===== src/rtl/hcvt_pkg.sv =====
package hcvt_pkg;

    localparam int H_EXP_W   = 5;
    localparam int H_FRAC_W  = 10;
    localparam int H_WIDTH   = 1 + H_EXP_W + H_FRAC_W;
    localparam int S_EXP_W   = 8;
    localparam int S_FRAC_W  = 23;
    localparam int S_WIDTH   = 1 + S_EXP_W + S_FRAC_W;
    localparam int H_BIAS    = (1 << (H_EXP_W - 1)) - 1;
    localparam int S_BIAS    = (1 << (S_EXP_W - 1)) - 1;
    localparam int REBIAS    = S_BIAS - H_BIAS;
    localparam int FRAC_PAD  = S_FRAC_W - H_FRAC_W;
    localparam int LZ_W      = $clog2(H_FRAC_W);

    typedef enum logic [2:0] {
        CLS_ZERO,
        CLS_SUBNORM,
        CLS_NORMAL,
        CLS_INF,
        CLS_NAN
    } hclass_e;

    typedef struct packed {
        logic                sign;
        logic [H_EXP_W-1:0]  exp;
        logic [H_FRAC_W-1:0] frac;
    } half_t;

    typedef struct packed {
        logic                sign;
        logic [S_EXP_W-1:0]  exp;
        logic [S_FRAC_W-1:0] frac;
    } single_t;

    typedef struct packed {
        single_t value;
        logic    invalid;
    } result_t;

    function automatic logic exp_saturated(input logic [H_EXP_W-1:0] e);
        return &e;
    endfunction

    function automatic logic [S_FRAC_W-1:0] widen_frac(input logic [H_FRAC_W-1:0] f);
        return {f, {FRAC_PAD{1'b0}}};
    endfunction

endpackage


===== src/rtl/hcvt_classify.sv =====
module hcvt_classify
    import hcvt_pkg::*;
(
    input  half_t   op,
    input  logic    alt_mode,
    output hclass_e cls
);
    logic exp_zero;
    logic frac_zero;
    logic exp_top;

    assign exp_zero  = (op.exp == '0);
    assign frac_zero = (op.frac == '0);
    assign exp_top   = exp_saturated(op.exp);

    always_comb begin
        if (exp_zero) begin
            cls = frac_zero ? CLS_ZERO : CLS_SUBNORM;
        end else if (exp_top && !alt_mode) begin
            cls = frac_zero ? CLS_INF : CLS_NAN;
        end else begin
            cls = CLS_NORMAL;
        end
    end
endmodule


===== src/rtl/hcvt_lzc.sv =====
module hcvt_lzc #(
    parameter int W  = 10,
    parameter int CW = (W > 1) ? $clog2(W) : 1
) (
    input  logic [W-1:0]  vec,
    output logic [CW-1:0] count
);
    always_comb begin
        count = '0;
        for (int i = 0; i < W; i++) begin
            if (vec[i]) begin
                count = CW'(W - 1 - i);
            end
        end
    end
endmodule


===== src/rtl/hcvt_assemble.sv =====
module hcvt_assemble
    import hcvt_pkg::*;
(
    input  half_t             op,
    input  hclass_e           cls,
    input  logic [LZ_W-1:0]   lead_zeros,
    output result_t           res
);
    logic [H_FRAC_W-1:0] shifted;
    logic [H_FRAC_W-1:0] sub_frac;
    logic [S_EXP_W-1:0]  norm_exp;
    logic [S_EXP_W-1:0]  sub_exp;
    logic [H_FRAC_W-1:0] nan_frac;

    assign shifted  = op.frac << lead_zeros;
    assign sub_frac = {shifted[H_FRAC_W-2:0], 1'b0};
    assign norm_exp = S_EXP_W'(op.exp) + S_EXP_W'(REBIAS);
    assign sub_exp  = S_EXP_W'(REBIAS) - S_EXP_W'(lead_zeros);
    assign nan_frac = {1'b1, op.frac[H_FRAC_W-2:0]};

    always_comb begin
        res.value.sign = op.sign;
        res.value.exp  = '0;
        res.value.frac = '0;
        res.invalid    = 1'b0;
        unique case (cls)
            CLS_ZERO: begin
                res.value.exp  = '0;
                res.value.frac = '0;
            end
            CLS_SUBNORM: begin
                res.value.exp  = sub_exp;
                res.value.frac = widen_frac(sub_frac);
            end
            CLS_NORMAL: begin
                res.value.exp  = norm_exp;
                res.value.frac = widen_frac(op.frac);
            end
            CLS_INF: begin
                res.value.exp  = '1;
                res.value.frac = '0;
            end
            CLS_NAN: begin
                res.value.exp  = '1;
                res.value.frac = widen_frac(nan_frac);
                res.invalid    = ~op.frac[H_FRAC_W-1];
            end
            default: begin
                res.value.exp  = '0;
                res.value.frac = '0;
            end
        endcase
    end
endmodule


===== src/rtl/hcvt_widen.sv =====
module hcvt_widen
    import hcvt_pkg::*;
(
    input  logic               clk,
    input  logic               rst,
    input  logic               in_valid,
    output logic               in_ready,
    input  logic [H_WIDTH-1:0] in_half,
    input  logic               in_alt,
    output logic               out_valid,
    input  logic               out_ready,
    output logic [S_WIDTH-1:0] out_result,
    output logic               out_invalid
);
    half_t           op;
    hclass_e         cls;
    logic [LZ_W-1:0] lead_zeros;
    result_t         conv;
    result_t         held;
    logic            take;

    assign op = half_t'(in_half);

    hcvt_classify u_classify (
        .op       (op),
        .alt_mode (in_alt),
        .cls      (cls)
    );

    hcvt_lzc #(.W(H_FRAC_W), .CW(LZ_W)) u_lzc (
        .vec   (op.frac),
        .count (lead_zeros)
    );

    hcvt_assemble u_assemble (
        .op         (op),
        .cls        (cls),
        .lead_zeros (lead_zeros),
        .res        (conv)
    );

    assign in_ready = ~out_valid | out_ready;
    assign take     = in_valid & in_ready;

    always_ff @(posedge clk) begin
        if (rst) begin
            out_valid <= 1'b0;
            held      <= '0;
        end else begin
            if (take) begin
                out_valid <= 1'b1;
                held      <= conv;
            end else if (out_ready) begin
                out_valid <= 1'b0;
            end
        end
    end

    assign out_result  = held.value;
    assign out_invalid = held.invalid;
endmodule


===== config.mk =====
export PLATFORM = sky130hd
export DESIGN_NAME = hcvt_widen
export DESIGN_NICKNAME = d
export VERILOG_FILES = /design/src/rtl/hcvt_pkg.sv /design/src/rtl/hcvt_classify.sv /design/src/rtl/hcvt_lzc.sv /design/src/rtl/hcvt_assemble.sv /design/src/rtl/hcvt_widen.sv
export SDC_FILE = /design/constraint.sdc
export NUM_CORES = 1
export LEC_CHECK = 0
export BUFFER_PORTS_ARGS = -buffer_cell sky130_fd_sc_hd__buf_2
export CORE_MARGIN = 10
export CORE_UTILIZATION = 41
export CTS_CLUSTER_SIZE = 16
export DETAILED_ROUTE_END_ITERATION = 10
export MAX_ROUTING_LAYER = met4
export PLACE_DENSITY = 0.7
export SLEW_MARGIN = 15
export SYNTH_ARGS = -nofsm -noshare
export SYNTH_HDL_FRONTEND = slang
export SYNTH_SLANG_ARGS = --single-unit

===== constraint.sdc =====
create_clock -name clk -period 2.3 [get_ports clk]
set_input_delay 0.115 -clock clk [delete_from_list [all_inputs] [get_ports clk]]
set_output_delay 0.115 -clock clk [all_outputs]
set_load 0.1 [all_outputs]

==> impl_metrics.env <==
export IMPL_outcome="completed"
export IMPL_multi_input_area_sq_um=923
export IMPL_grt_busiest_layer="met2"
export IMPL_io_buffers=42
export IMPL_crit_fanout=9
export IMPL_min_path_type="in -> reg"
export IMPL_cap_violations=0
export IMPL_start_kind="input port"
export IMPL_route_detailed_drc=0
export IMPL_period_share_pct=72.0
export IMPL_slew_viol_final=0
export IMPL_drt_iter0_drc=113
export IMPL_clkLatencyLatePin_ps=300
export IMPL_crit_type="in -> reg"
export IMPL_worstSetupStartpoint="in_half[9]"
export IMPL_power_frac_clock_pct=16.1
export IMPL_synth_top_area_share_pct=27.8
export IMPL_worst_setup_path_end_kind="flop"
export IMPL_rsz0062_at_grt="false"
export IMPL_synth_edff_count=0
export IMPL_synth_seq_cells=20
export IMPL_hold_path_end="out_valid"
export IMPL_dp_hpwl_mm=3.35
export IMPL_worst_r2r_endpoint="out_result[21]"
export IMPL_htreeDepth=1
export IMPL_cts_buffers=3
export IMPL_cts_sinks=20
export IMPL_grt_pass1_vias=1529
export IMPL_final_nets=251
export IMPL_finalHoldViolCount=0
export IMPL_grtUsageTotal_pct=14.0
export IMPL_die_width_um=79.3
export IMPL_vias=1520
export IMPL_clk_pin_slew_ps=110
export IMPL_ys_seq_area_share_pct=27.8
export IMPL_setup_violations=0
export IMPL_totalNegativeSetupSlack_ps=0
export IMPL_ys_types=47
export IMPL_leakage_uw=0.000764
export IMPL_hold_buffers=0
export IMPL_syn_inst=188
export IMPL_total_power_uw=1010
export IMPL_overflow=0
export IMPL_synthArstFlopShare_pct=0
export IMPL_r2r_start="out_valid"
export IMPL_cts_tree="done"
export IMPL_wl_per_cell_um=15.9
export IMPL_path_cells="buf_2 -> or4_1 -> buf_4 -> nor2_2 -> xnor2_1 -> a21oi_1 -> a2bb2oi_1 -> nor2_1"
export IMPL_synth_top_area_cell="dfxtp_1"
export IMPL_cts_root_buf="clkbuf_4"
export IMPL_netlist_area_sq_um=1440
export IMPL_skew_ps=3.07
export IMPL_met1_usage_pct=17.0
export IMPL_fin_area_sq_um=1690
export IMPL_synth_ff_type="dfxtp_1"
export IMPL_peakVddDrop_mv=0.281
export IMPL_cts_max_path_buffers=2
export IMPL_ant_nets=0
export IMPL_gp_congestion=0.978
export IMPL_r2r_setup_slack_ps=710
export IMPL_p_sw_uw=488
export IMPL_grt_max_degree=23
export IMPL_hold_depth=3
export IMPL_dieArea_sq_um=6290
export IMPL_post_dp_cell_area_sq_um=1660
export IMPL_cpLargestDelayFamily="simple AND/OR/NAND/NOR gates"
export IMPL_die_y_um=79.3
export IMPL_core_sq_um=3360
export IMPL_area_growth_pct=16.9
export IMPL_use_met3_pct=4.62
export IMPL_ios=56
export IMPL_rows=21
export IMPL_cts_resized=0
export IMPL_register_area_sq_um=402
export IMPL_cpPeakStageDelay_ps=580
export IMPL_via_per_inst=5.57
export IMPL_grt_pass1_wl_mm=7.30
export IMPL_yosysMostFrequentCell="dfxtp_1"
export IMPL_intPower_uw=519
export IMPL_clock_fmax_ghz=0.604
export IMPL_synth_common_cells="dfxtp_1 (20), nand2_1 (18), a21oi_1 (16), nor2_1 (15), buf_4 (14)"
export IMPL_avgSynthCellArea_sq_um=7.67
export IMPL_pwr_density_cell_nw_per_um2=597
export IMPL_sw_frac_of_total_pct=48.4
export IMPL_drive_above_1_share_pct=27.3
export IMPL_period_minus_slack_ps=1660
export IMPL_netlist_top_cells_area="dfxtp_1 (28%), buf_4 (7.3%), a21oi_1 (5.6%)"
export IMPL_grtUsageMet2_pct=22.4
export IMPL_p_seq_share_pct=37.4
export IMPL_fillers=370
export IMPL_worst_path_buf_inv=2
export IMPL_yosysWarnings=0
export IMPL_critical_path_arrival_ps=1840
export IMPL_r2r_cells=6
export IMPL_antenna_found_initial=0
export IMPL_required_ps=2490
export IMPL_drt_pass1_iter_count=4
export IMPL_hold_path_startpoint="in_valid"
export IMPL_initial_core_util_pct=42.9
export IMPL_critPathSlowestCell="or4_1"
export IMPL_antenna_cells=0
export IMPL_cts_setup_buffers=0
export IMPL_wirelength_mm=4.34
export IMPL_p_comb_share_pct=46.4
-- layer usage --
layer  vias to the layer above  wire (um)
li1                        749          -
met1                       710       1920
met3                         5        331
met2                        56       2060
met4                         0         29
met5                         -          0
-- state kept, by name, indices dropped and copies added (netlist names) --
register     cells
out_result      18
out_invalid      1
out_valid        1
-- stage by stage --
| step | hold slack, ps | utilization, % | cells | setup WS (ps) |
|---|---|---|---|---|
| 2_1_floorplan | 237 | - | 200 | 128 |
| 3_3_place_gp | 359 | 49.5 | 270 | 396 |
| 3_5_place_dp | 369 | 49.5 | 270 | 370 |
| 4_1_cts | 43.6 | 50.1 | 273 | 681 |
| 5_1_grt | 35.7 | 50.1 | 273 | 506 |
| 6_report | 46.2 | 50.1 | 273 | 644 |
-- cell families (layout without fill, tap and decap cells) --
family                     count (synthesis)  in the layout  synth area share (%)
AOI/OAI and AO/OA                         63             63                  30.1
xor gates and xnor gates                   1              1                 0.607
adders and majority gates                  1              1                 0.867
buffers and inverters                     30             57                  11.9
DFF                                       20             20                  27.8
muxes                                      7              7                  5.03
other                                      1             13                 0.260
and+or+nand+nor                           65             65                  23.5
-- power groups by stage --
| stage | Sequential (uW) | Combinational, uW | Clock [uW] |
|---|---|---|---|
| after floorplan | 533 | 248 | 0 |
| after global placement | 385 | 463 | 0 |
| after detailed placement | 385 | 464 | 0 |
| after CTS | 377 | 466 | 174 |
| after global routing | 380 | 494 | 185 |
| final | 377 | 468 | 162 |
-- worst min-delay path, cell delays in order --
cell     delay, ps
buf_2          110
inv_1           40
a21oi_1         50
-- placed cells by master (no fill, tap or decap), types with 2 or more instances in the layout --
cell type / count
a31oi_1: 3
buf_4: 7
inv_1: 5
a2bb2oi_1: 2
a311oi_1: 2
clkbuf_4: 3
nor2_1: 15
nand3_1: 6
nor3_1: 2
conb_1: 13
a221oi_1: 2
nand2b_1: 4
a22o_1: 2
o221ai_1: 5
and3b_2: 2
a211oi_1: 2
dfxtp_1: 19
buf_2: 42
mux2_2: 2
o21a_1: 2
o21ai_0: 10
or4_1: 3
a211o_1: 2
a22oi_1: 6
mux2i_1: 5
nand4_1: 3
o211ai_1: 3
nand2_1: 18
a21oi_1: 16
and2_1: 3
-- layout make-up --
cell class	instances	share of cell area (%)
Multi-Input combinational cell	150	54.7
Sequential cell	20	23.8
Timing Repair Buffer	49	15.6
Tap cell	46	3.41
Clock buffer	3	1.34
Inverter	5	1.11
-- worst max-delay path by stage --
stage	endpoint	slack [ps]	cells past startpoint
6_report	out_result[25]	640	8
5_1_grt	out_result[25]	510	10
4_1_cts	out_result[25]	680	8
3_5_place_dp	out_result[25]	370	8
3_3_place_gp	out_result[25]	400	8
2_1_floorplan	out_result[15]	130	6
Note: power is estimated with default switching activity, not from simulation.
